<file path="src/rtl/rxtrig_pkg.sv">
package rxtrig_pkg;
  // Advance a ring index with wrap at depth-1.
  function automatic int unsigned ring_next(input int unsigned idx, input int unsigned depth);
    return (idx == depth - 1) ? 0 : idx + 1;
  endfunction

  // Previous ring index with wrap to depth-1.
  function automatic int unsigned ring_prev(input int unsigned idx, input int unsigned depth);
    return (idx == 0) ? depth - 1 : idx - 1;
  endfunction
endpackage

</file>
<file path="src/rtl/rxtrig_ring.sv">
module rxtrig_ring
  import rxtrig_pkg::*;
#(
  parameter int EDGES = 4,
  parameter int TS_W  = 16
) (
  input  logic            clk,
  input  logic            rst_n,
  input  logic            wr_en,
  input  logic [TS_W-1:0] wr_ts,
  output logic [TS_W-1:0] oldest_ts,
  output logic            oldest_vld,
  output logic [TS_W-1:0] last_ts,
  output logic            last_vld
);
  localparam int IDX_W = (EDGES > 1) ? $clog2(EDGES) : 1;

  logic [IDX_W-1:0] wr_idx;
  logic [IDX_W-1:0] nxt_idx;
  logic [IDX_W-1:0] prv_idx;
  logic [TS_W-1:0]  ts_q  [EDGES];
  logic [EDGES-1:0] vld_q;

  assign nxt_idx = IDX_W'(ring_next(32'(wr_idx), EDGES));
  assign prv_idx = IDX_W'(ring_prev(32'(wr_idx), EDGES));

  always_ff @(posedge clk or negedge rst_n) begin
    if (!rst_n) wr_idx <= '0;
    else if (wr_en) wr_idx <= nxt_idx;
  end

  for (genvar g = 0; g < EDGES; g++) begin : g_slot
    always_ff @(posedge clk or negedge rst_n) begin
      if (!rst_n) begin
        ts_q[g]  <= '0;
        vld_q[g] <= 1'b0;
      end else if (wr_en && (wr_idx == IDX_W'(g))) begin
        ts_q[g]  <= wr_ts;
        vld_q[g] <= 1'b1;
      end
    end
  end

  assign oldest_ts  = ts_q[nxt_idx];
  assign oldest_vld = vld_q[nxt_idx];
  assign last_ts    = ts_q[prv_idx];
  assign last_vld   = vld_q[prv_idx];

  // write pointer never leaves the ring
  a_r10_idx_range: assert property (@(posedge clk) disable iff (!rst_n)
    32'(wr_idx) < EDGES);
  // slots fill in order, so a valid oldest slot implies a valid newest one
  a_r4_fill_order: assert property (@(posedge clk) disable iff (!rst_n)
    oldest_vld |-> last_vld);
endmodule

</file>
<file path="src/rtl/rxtrig_span.sv">
module rxtrig_span #(
  parameter int TS_W = 16
) (
  input  logic [TS_W-1:0] new_ts,
  input  logic [TS_W-1:0] old_ts,
  input  logic            old_vld,
  input  logic [TS_W-1:0] win_len,
  output logic            hit
);
  logic [TS_W-1:0] span;

  always_comb begin
    span = new_ts - old_ts;
    hit  = old_vld && (span < win_len);
  end
endmodule

</file>
<file path="src/rtl/rxtrig_arm.sv">
module rxtrig_arm (
  input  logic clk,
  input  logic rst_n,
  input  logic edge_in,
  input  logic hit,
  input  logic rx_done,
  input  logic tx_req,
  output logic accept,
  output logic start_rx,
  output logic rx_busy,
  output logic tx_go
);
  logic fire;

  assign accept = edge_in && !rx_busy;
  assign fire   = accept && hit;

  always_ff @(posedge clk or negedge rst_n) begin
    if (!rst_n) begin
      start_rx <= 1'b0;
      rx_busy  <= 1'b0;
      tx_go    <= 1'b0;
    end else begin
      start_rx <= fire;
      tx_go    <= tx_req && !rx_busy && !fire;
      if (rx_busy) begin
        if (rx_done) rx_busy <= 1'b0;
      end else if (fire) begin
        rx_busy <= 1'b1;
      end
    end
  end

  a_r2_start_pulse: assert property (@(posedge clk) disable iff (!rst_n)
    start_rx |=> !start_rx);
  a_r5_start_masks: assert property (@(posedge clk) disable iff (!rst_n)
    start_rx |-> rx_busy);
  a_r5_busy_holds: assert property (@(posedge clk) disable iff (!rst_n)
    (rx_busy && !rx_done) |=> rx_busy);
  a_r6_done_releases: assert property (@(posedge clk) disable iff (!rst_n)
    (rx_busy && rx_done) |=> (!rx_busy && !start_rx));
  a_r8_tx_exclusive: assert property (@(posedge clk) disable iff (!rst_n)
    tx_go |-> !rx_busy);
endmodule

</file>
<file path="src/rtl/rx_line_trigger.sv">
module rx_line_trigger #(
  parameter int EDGES = 4,
  parameter int TS_W  = 16
) (
  input  logic            clk,
  input  logic            rst_n,
  input  logic            edge_in,
  input  logic [TS_W-1:0] now_ts,
  input  logic [TS_W-1:0] win_len,
  input  logic            rx_done,
  input  logic            tx_req,
  output logic            start_rx,
  output logic            rx_busy,
  output logic            tx_go,
  output logic [TS_W-1:0] since_edge
);
  logic            accept;
  logic            hit;
  logic [TS_W-1:0] oldest_ts;
  logic            oldest_vld;
  logic [TS_W-1:0] last_ts;
  logic            last_vld;

  rxtrig_ring #(.EDGES(EDGES), .TS_W(TS_W)) u_ring (
    .clk(clk), .rst_n(rst_n), .wr_en(accept), .wr_ts(now_ts),
    .oldest_ts(oldest_ts), .oldest_vld(oldest_vld),
    .last_ts(last_ts), .last_vld(last_vld)
  );

  rxtrig_span #(.TS_W(TS_W)) u_span (
    .new_ts(now_ts), .old_ts(oldest_ts), .old_vld(oldest_vld),
    .win_len(win_len), .hit(hit)
  );

  rxtrig_arm u_arm (
    .clk(clk), .rst_n(rst_n), .edge_in(edge_in), .hit(hit),
    .rx_done(rx_done), .tx_req(tx_req), .accept(accept),
    .start_rx(start_rx), .rx_busy(rx_busy), .tx_go(tx_go)
  );

  assign since_edge = last_vld ? (now_ts - last_ts) : '1;

  // a masked edge leaves the recorded history untouched
  a_r5_masked_no_write: assert property (@(posedge clk) disable iff (!rst_n)
    (edge_in && rx_busy) |=> $stable(last_ts));
endmodule

</file>
<file path="config.mk">
export PLATFORM = sky130hd
export DESIGN_NAME = rx_line_trigger
export DESIGN_NICKNAME = d
export VERILOG_FILES = /design/src/rtl/rxtrig_pkg.sv /design/src/rtl/rxtrig_ring.sv /design/src/rtl/rxtrig_span.sv /design/src/rtl/rxtrig_arm.sv /design/src/rtl/rx_line_trigger.sv
export SDC_FILE = /design/constraint.sdc
export NUM_CORES = 1
export LEC_CHECK = 0
export BUFFER_PORTS_ARGS = -buffer_cell sky130_fd_sc_hd__buf_2
export CORE_MARGIN = 8
export CORE_UTILIZATION = 50
export DETAILED_ROUTE_END_ITERATION = 16
export HOLD_SLACK_MARGIN = 0.08
export MAX_ROUTING_LAYER = met4
export PLACE_DENSITY = 0.72
export SYNTH_ARGS = -nofsm -noshare
export SYNTH_HDL_FRONTEND = slang
export SYNTH_SLANG_ARGS = --single-unit
</file>
<file path="constraint.sdc">
create_clock -name clk -period 4.25 [get_ports clk]
set_input_delay 0.2125 -clock clk [delete_from_list [all_inputs] [get_ports clk]]
set_output_delay 0.2125 -clock clk [all_outputs]
set_load 0.005 [all_outputs]
</file>
# ---- Word-level counts from Yosys, hierarchy flattened
# Cells that the tools add are included.
dict set report op_classes {
  eq_ne 3
  n_bitwise 2
  magnitude_cmp 5
  n_reduce_logical 12
  add_sub_neg 4
  muxes 16
}
# cell count
set ops {}
lappend ops {{two-way mux 16 bit} 5}
lappend ops {{binary-select mux 16 bit (select 2 bit)} 2}
lappend ops {{subtractor 16 bit} 2}
lappend ops {{less-than comparator 16 bit} 1}
lappend ops {{logical AND 1 bit} 9}
lappend ops {{>= comparator 3 bit (second input constant)} 2}
lappend ops {{less-than comparator 2 x 3 -> 1 bit (second input constant)} 2}
lappend ops {{NOT 2 -> 3 bit} 2}
lappend ops {{two-way mux 1 bit} 5}
lappend ops {{binary-select mux 1 bit (select 2 bit)} 2}
lappend ops {{== test 2 bit (second input constant)} 2}
lappend ops {{two-way mux 2 bit} 2}
lappend ops {{adder 2 x 1 -> 2 bit (second input constant)} 1}
lappend ops {{== test 2 x 1 -> 1 bit (second input constant)} 1}
lappend ops {{logical NOT 1 bit} 2}
lappend ops {{logical NOT 2 bit} 1}
lappend ops {{subtractor 2 x 1 -> 2 bit (second input constant)} 1}
dict set report totals {
  ff_bits 73
  output_inout_bits 19
  wordCells 54
  in_bits 37
}

# ---- Logic depth before layout (Yosys ltp)
# Gate-level depths: netlist of run 1.
dict set report logic_depth {
  depth_word 12
  ltp_mapped 21
}

# ---- Modules after synthesis
# From an unflattened synthesis of run 1, not the netlist that was laid out.
dict set report unflattened {
  hier_cells 520
  hier_area_um2 5947.0
}
# mod cells_per_inst seq_area_each_um2 area_per_inst_um2 instances
set by_module_without_submodules {}
lappend by_module_without_submodules {rxtrig_ring 199 1751.7 3633.5 1}
lappend by_module_without_submodules {rxtrig_span 177 0.0 1221.2 1}
lappend by_module_without_submodules {rx_line_trigger 136 0.0 984.7 1}
lappend by_module_without_submodules {rxtrig_arm 8 75.1 107.6 1}

# ---- Least setup slack after synthesis of run 1
# No wires, ideal clock.
dict set report synth_timing {
  path_kind {reg-to-reg}
  startpoint {register u_ring.wr_idx[0]}
  endpoint {register u_arm.tx_go}
  n_path_buf 2
  t_arrival_ns 4.209
  setup_slack_ns -0.079
  t_required_ns 4.130
  setup_time_ns 0.120
  period_less_slack_ns 4.329
  path_stages_with_launch 22
  cell_sequence {dfrtp_1 inv_1 ha_1 buf_6 clkbuf_1 mux4_2 ha_1 inv_1 fa_1 a21o_1 a311oi_1 o211ai_1 a31o_1 a21oi_2 xnor2_1 ha_1 nand4_1 nor2_1 a21oi_1 and3_1 o221ai_2 and3_1}
}
dict set report synth_via {
  elab_chain_cells 12
}
# element line_no
set synth_lines {}
lappend synth_lines {{from (decl)} rxtrig_ring.sv:18} ;# logic [IDX_W-1:0] wr_idx;
lappend synth_lines {{from (signal assigned)} rxtrig_ring.sv:29} ;# else if (wr_en) wr_idx <= nxt_idx;
lappend synth_lines {{adder 2 x 1 -> 2 bit or == test 2 bit (tied branches)} rxtrig_pkg.sv:4} ;# return (idx == depth - 1) ? 0 : idx + 1;
lappend synth_lines {{two-way mux 2 bit (*)} rxtrig_pkg.sv:4}
lappend synth_lines {{net u_ring.nxt_idx[1]} rxtrig_ring.sv:19} ;# logic [IDX_W-1:0] nxt_idx;
lappend synth_lines {{NOT 2 -> 3 bit (not written as such)} rxtrig_ring.sv:44} ;# assign oldest_ts = ts_q[nxt_idx];
lappend synth_lines {{binary-select mux 16 bit (select 2 bit)} rxtrig_ring.sv:44}
lappend synth_lines {{two-way mux 16 bit (not written as such) (2 in series)} rxtrig_ring.sv:44}
lappend synth_lines {{subtractor 16 bit} rxtrig_span.sv:13} ;# span = new_ts - old_ts;
lappend synth_lines {{less-than comparator 16 bit} rxtrig_span.sv:14} ;# hit = old_vld && (span < win_len);
lappend synth_lines {{logical AND 1 bit (*)} rxtrig_span.sv:14}
lappend synth_lines {{logical AND 1 bit (*)} rxtrig_arm.sv:16} ;# assign fire = accept && hit;
lappend synth_lines {{logical NOT 1 bit (*)} rxtrig_arm.sv:25} ;# tx_go <= tx_req && !rx_busy && !fire;
lappend synth_lines {{logical AND 1 bit (*)} rxtrig_arm.sv:25}
lappend synth_lines {{to (signal assigned)} rxtrig_arm.sv:25}
lappend synth_lines {{to (decl)} rxtrig_arm.sv:11} ;# output logic tx_go
# The timed path passes the listed nets; every way through them passes the cells marked *. The select of a mux whose other input is x is not followed.
# A chain may end at the register's enable or synchronous reset.

# ---- Worst setup path after layout of run 1
dict set report layout_timing {
  startpoint {register u_ring.wr_idx[1]}
  endpoint {register u_arm.tx_go}
}
dict set report layout_via {
  elab_chain_cells 12
}
# element line_no
set layout_lines {}
lappend layout_lines {{adder 2 x 1 -> 2 bit or == test 2 bit (tied branches)} rxtrig_pkg.sv:4}
lappend layout_lines {{two-way mux 2 bit (*)} rxtrig_pkg.sv:4}
lappend layout_lines {{NOT 2 -> 3 bit (not written as such)} rxtrig_ring.sv:44}
lappend layout_lines {{binary-select mux 16 bit (select 2 bit)} rxtrig_ring.sv:44}
lappend layout_lines {{two-way mux 16 bit (not written as such) (2 in series)} rxtrig_ring.sv:44}
lappend layout_lines {{subtractor 16 bit} rxtrig_span.sv:13}
lappend layout_lines {{less-than comparator 16 bit} rxtrig_span.sv:14}
lappend layout_lines {{logical AND 1 bit (*)} rxtrig_span.sv:14}
lappend layout_lines {{logical AND 1 bit (*)} rxtrig_arm.sv:16}
lappend layout_lines {{logical NOT 1 bit (*)} rxtrig_arm.sv:25}
lappend layout_lines {{logical AND 1 bit (*)} rxtrig_arm.sv:25}
# Mark *: on every way between the ends. The rest lies on a longest branch, timed or not. The select of a mux whose other input is x is not followed.

==> results_dict.tcl, run 1 <==
set metrics [dict create \
    slowest_delay_ps 490 \
    async_reset_ff_share_pct 100.0 \
    wl_per_cell_um 18.66 \
    via_per_inst 5.773 \
    crit_path_end_kind "flop" \
    path_depth 19 \
    ant_nets 0 \
    start_kind "flop" \
    cts_tree "yes" \
    die_area_um2 14500 \
    cp_top_family "compound AO/OA/AOI/OAI gates" \
    antenna_found_initial 1 \
    initial_core_util_pct 50.73 \
    synth_top_area_cell "dfrtp_1" \
    numCtsBuffers 9 \
    fillerInstances 907 \
    grt_max_degree 42 \
    cts.reportedPaths.clkPinSlew_ps 80 \
    first_pass_iters 4 \
    clockBufferDepth 2 \
    dr_total_vias 4093 \
    fin_crit_sh_pct 96.53 \
    setup_violations 0 \
    clkLatencyLatePin_ps 350 \
    ctsRootBufferMaster "clkbuf_8" \
    path_buf_inv 2 \
    drive_gt1_share_pct 35.56 \
    ios 56 \
    ys_types 53 \
    yosysWarnings 0 \
    synthesis.area_um2 5451 \
    gp_congestion 0.9853 \
    final_area_um2 6307 \
    fin_crit_ps 4102 \
    grt_pass1_vias 4258 \
    rr_worst_depth 19 \
    critical_path_class "reg2reg" \
    die_w_um 120.4 \
    die_y_um 120.4 \
    maxSlewViolCount 0 \
    placed_area_um2 5941 \
    cpMaxStageDelayCell "mux4_2" \
    synth_flop_cell "dfrtp_1" \
    rows 38 \
    dp_hpwl_mm 10.00 \
    syn-num-nets 574 \
    status "complete, no violations" \
    area_growth_pct 15.70 \
    synth_edf_count 0 \
    r2r_slack_ps 150 \
    grt_pass1_wl_mm 21.82 \
    grt_use_total_pct 19.47 \
    num-nets-final 651 \
    drt-initial-drc-count 221 \
    core-area_um2 10750 \
    worstSetupStartpoint "u_ring.wr_idx[1]$_DFFE_PN0P_" \
    hold_path.class "in2reg" \
    cp.arrival_ps 4350 \
    finalClockSkew_ps 11.70 \
    synth_seq_cells 73 \
    rsz0062_at_grt "true" \
    portBuffers 55 \
    crit_chain "ha_2, nor2_4, buf_4, mux4_2, inv_1, ha_2, a21o_1, a311oi_2, o211ai_1, a31o_1, a21oi_2, xnor2_1, ha_1, nand4_1, nor2_1, a21oi_1, and3_1, o221ai_2, and3_1" \
    cp_max_fo 5 \
    avgSynthCellArea_um2 11.22 \
    timing.fmax_ghz 0.2438 \
    clock-sinks 73 \
    drv_cap 0 \
    routed_wl_mm 13.23 \
    setup.worst_path.end "u_arm.tx_go$_DFF_PN0_" \
    slew_headroom_pct 35.95 \
    holdCritStartpoint "tx_req" \
    tightest_slew_ps 958.4 \
    ys_seq_area_share_pct 33.51 \
    cts_max_level 3 \
    rr_startpoint "u_ring.wr_idx[1]$_DFFE_PN0P_" \
    grt_overflow 0 \
    synth.top_cell.area_share_pct 33.51 \
    syn_inst 486 \
    r2r_end "u_arm.tx_go$_DFF_PN0_" \
    drcViolationCount 0 \
    hold_viol_final 0 \
    synth_area_leaders "dfrtp_1, mux4_2, mux2_2, ha_1, inv_1" \
    critPathRequiredTime_ps 4490 \
]
## placed cells by master (no fill, tap or decap), drive strengths merged, types with 17 or more instances in the layout
master   n
mux4    34
ha      49
buf     78
dfrtp   73
a21oi   27
inv     52
nand2   27
mux2    61
nor2    17
o21ai   18
## metrics by stage
| step | hold WS, ps | setup slack, ps | std cells | TNS, ps | util [%] |
|---|---|---|---|---|---|
| floorplan | -83.09 | 7.553 | 486 | 0 | - |
| detailed placement | 391.3 | -34.51 | 683 | -34.51 | 55.29 |
| global route | 139.7 | -55.59 | 709 | -111.5 | 58.70 |
| CTS | 91.65 | 21.75 | 701 | 0 | 57.72 |
| global placement | 379.4 | 121.0 | 683 | 0 | 55.29 |
| finish | 117.7 | 147.6 | 709 | 0 | 58.70 |
## repair_timing
action / in CTS / in global routing
hold buffers: 2 / 0
gates cloned: 0 / 0
endpoints found under the hold margin: 41 / 0
resized for setup: 4 / 13
setup buffers: 0 / 7
pin swaps: 0 / 9
endpoints found under the setup margin: 2 / 8
## state kept, by name, indices dropped and copies added, names as in the netlist
name,cells
u_arm.tx_go,1
u_ring.wr_idx,2
u_arm.rx_busy,1
u_arm.start_rx,1
u_ring.vld_q,4
u_ring.ts_q,64
## area by class of cell
type,count,area [um^2],area share (%)
tap,140,175.2,2.777
clock inverter,2,60.06,0.9522
timing repair buffer,80,479.2,7.598
antenna,1,2.502,0.03967
clock buffer,14,162.7,2.579
multi-input combinational,347,3403,53.96
sequential,73,1827,28.96
inverter,52,197.7,3.134
## cells in the mapped netlist (8+ instances only)
library cell and number:
dfrtp_1 73, mux2_2 60, inv_1 51, ha_1 49, mux4_2 33, nand2_1 27, a21oi_1 26, o21ai_0 18
nor2_1 16, a21o_1 14, xor2_1 13, xnor2_1 12, nand2b_1 11, a31oi_1 8, buf_2 8
## kinds of logic after synthesis
family | after synthesis | synth area share, %
compound gates | 91 | 10.83
xor+xnor | 25 | 4.017
fa+ha+maj | 51 | 11.98
buf+inv | 66 | 5.118
flops | 73 | 33.51
mux | 96 | 26.90
simple gates | 84 | 7.643
## worst min-delay path by stage
| stage | depth (start not counted) | slack [ps] | end |
|---|---|---|---|
| after detailed placement | 1 | 390 | u_ring.ts_q[32]$_DFFE_PN0P_ |
| final | 2 | 120 | u_arm.tx_go$_DFF_PN0_ |
| after global placement | 1 | 380 | u_ring.ts_q[48]$_DFFE_PN0P_ |
| after CTS | 2 | 90 | u_arm.tx_go$_DFF_PN0_ |
| after global routing | 2 | 140 | u_arm.tx_go$_DFF_PN0_ |
| after floorplan | 0 | -80 | u_arm.rx_busy$_DFF_PN0_ |
## metal layers
metal | vias up | wire length [um] | GRT usage, %
met4 | 0 | 238 | 7.806
li1 | 1941 | - | -
met1 | 2033 | 5663 | 24.16
met2 | 104 | 6652 | 31.47
met3 | 15 | 676 | 2.937
met5 | - | 0 | -
Power of run 1 is left out: the tool's default activity adds up to more than one toggle a clock period on the data nets, which glitch-free logic cannot reach.
==> inputs of run 2 (changes only) <==
--- a/config.mk
+++ b/config.mk
@@ -9,6 +9,7 @@
 export CORE_MARGIN = 8
 export CORE_UTILIZATION = 50
 export DETAILED_ROUTE_END_ITERATION = 16
+export GPL_TIMING_DRIVEN = 0
 export HOLD_SLACK_MARGIN = 0.08
 export MAX_ROUTING_LAYER = met4
 export PLACE_DENSITY = 0.72
==> results_dict.tcl, run 2 (synthesis results as in run 1) <==
set metrics [dict create \
    ctsRootBufferMaster "clkbuf_8" \
    grt_max_degree 74 \
    drive_gt1_share_pct 38.90 \
    die_y_um 120.4 \
    fin_crit_ps 4248 \
    die_area_um2 14500 \
    rows 38 \
    grt_pass1_vias 4353 \
    clockBufferDepth 2 \
    clock-sinks 73 \
    cts.reportedPaths.clkPinSlew_ps 80 \
    regMostFlops "u_ring.ts_q" \
    area_growth_pct 18.71 \
    via_per_inst 5.917 \
    cts_max_level 3 \
    drcViolationCount 0 \
    critPathRequiredTime_ps 4520 \
    setup_violations 0 \
    maxSlewViolCount 0 \
    dr_total_vias 4266 \
    largest_reg_flops 64 \
    fin_crit_sh_pct 99.96 \
    layout_commonest_cell "dfrtp_1" \
    grt_overflow 0 \
    die_w_um 120.4 \
    start_kind "flop" \
    finalHoldWorstSlack_ps 168.3 \
    n_antenna_cell 0 \
    finalClockSkew_ps 10.43 \
    drv_cap 0 \
    ant_nets 0 \
    core-area_um2 10750 \
    first_pass_iters 8 \
    numCtsBuffers 9 \
    rsz0062_at_grt "true" \
    slew_headroom_pct 36.52 \
    antenna_found_initial 0 \
    hold_path.class "in2reg" \
    timing.final.ws_setup_ps 1.728 \
    num-nets-final 664 \
    placed_area_um2 5906 \
    hold_viol_final 0 \
    ios 56 \
    status "complete, no violations" \
    multi_input_area_um2 3455 \
    place_worst_setup_slack_ps -710.4 \
    wl_per_cell_um 19.38 \
    crit_path_end_kind "flop" \
    grt_pass1_wl_mm 22.07 \
    timing.fmax_ghz 0.2354 \
    drt-initial-drc-count 240 \
    final_area_um2 6471 \
    tightest_slew_ps 952.1 \
    portBuffers 55 \
    top_regs "u_ring.ts_q x64, u_ring.vld_q x4, u_ring.wr_idx x2" \
    grt_use_total_pct 19.97 \
    routed_wl_mm 13.97 \
    gp_congestion 0.8990 \
    clkLatencyLatePin_ps 380 \
    mostFrequentLayoutCells "dfrtp_1, buf_2, mux2_2" \
    cp_max_fo 6 \
    final-seq-area_um2 1828 \
    fillerInstances 852 \
    cts_tree "yes" \
    dp_hpwl_mm 9.765 \
    critical_path_class "reg2reg" \
    fin_util_pct 60.22 \
    cp.arrival_ps 4520 \
    initial_core_util_pct 50.73 \
]
-- run 2: worst paths after layout --
path / startpoint / to / slack (ps) / cells after the start
max reg2reg: u_ring.wr_idx[0]$_DFFE_PN0P_ / u_arm.tx_go$_DFF_PN0_ / 2 / 19
min reg2reg: u_ring.vld_q[3]$_DFFE_PN0P_ / u_ring.vld_q[3]$_DFFE_PN0P_ / 500 / 1
max in group asynchronous: rst_n / u_ring.wr_idx[0]$_DFFE_PN0P_ / 3050 / 2
min in group asynchronous: rst_n / u_arm.start_rx$_DFF_PN0_ / 520 / 2
min: now_ts[8] / u_ring.ts_q[8]$_DFFE_PN0P_ / 170 / 2
max: u_ring.wr_idx[0]$_DFFE_PN0P_ / u_arm.tx_go$_DFF_PN0_ / 2 / 19
-- run 2: stage by stage --
stage / setup TNS, ps / instances
after floorplan: 0 / 486
after global placement: -1466 / 681
after detailed placement: -1934 / 681
after CTS: 0 / 711
after global routing: -413.2 / 721
final: 0 / 721
-- run 2: metal layers --
metal  vias up  wire, um  track usage, %
met1      2143      5653           23.42
li1       1965         -               -
met2       130      7094           32.20
met4         0       401           9.133
met3        28       820           4.569
met5         -         0               -
-- run 2: worst max-delay path, stage by stage, from the launching register on --
cell,delay (ps)
dfrtp_2,440
ha_2,220
nor2_4,180
buf_8,160
mux4_2,530
inv_2,90
ha_4,210
a21o_1,190
a311oi_2,350
o211ai_1,170
a31o_1,250
a21oi_2,170
xnor2_2,90
ha_1,300
nand4_1,110
nor2_1,70
a21oi_1,130
and3_1,180
o221ai_2,100
and3_1,200
-- run 2: what timing repair did --
item | CTS | global route
resized for setup | 18 | 23
setup endpoints to repair | 12 | 11
hold buffers | 3 | 0
setup buffers | 11 | 10
endpoints found under the hold margin | 75 | 0
pin swaps | 8 | 16
-- run 2: final cells by class --
cell class | instances | area share (%)
inverter | 52 | 3.094
clock inverter | 7 | 0.9474
clock buffer | 9 | 1.914
timing repair buffer | 79 | 7.695
buffer | 14 | 2.011
tap | 140 | 2.707
sequential | 73 | 28.25
multi-input combinational | 347 | 53.38
Power of run 2 is left out for the same reason.
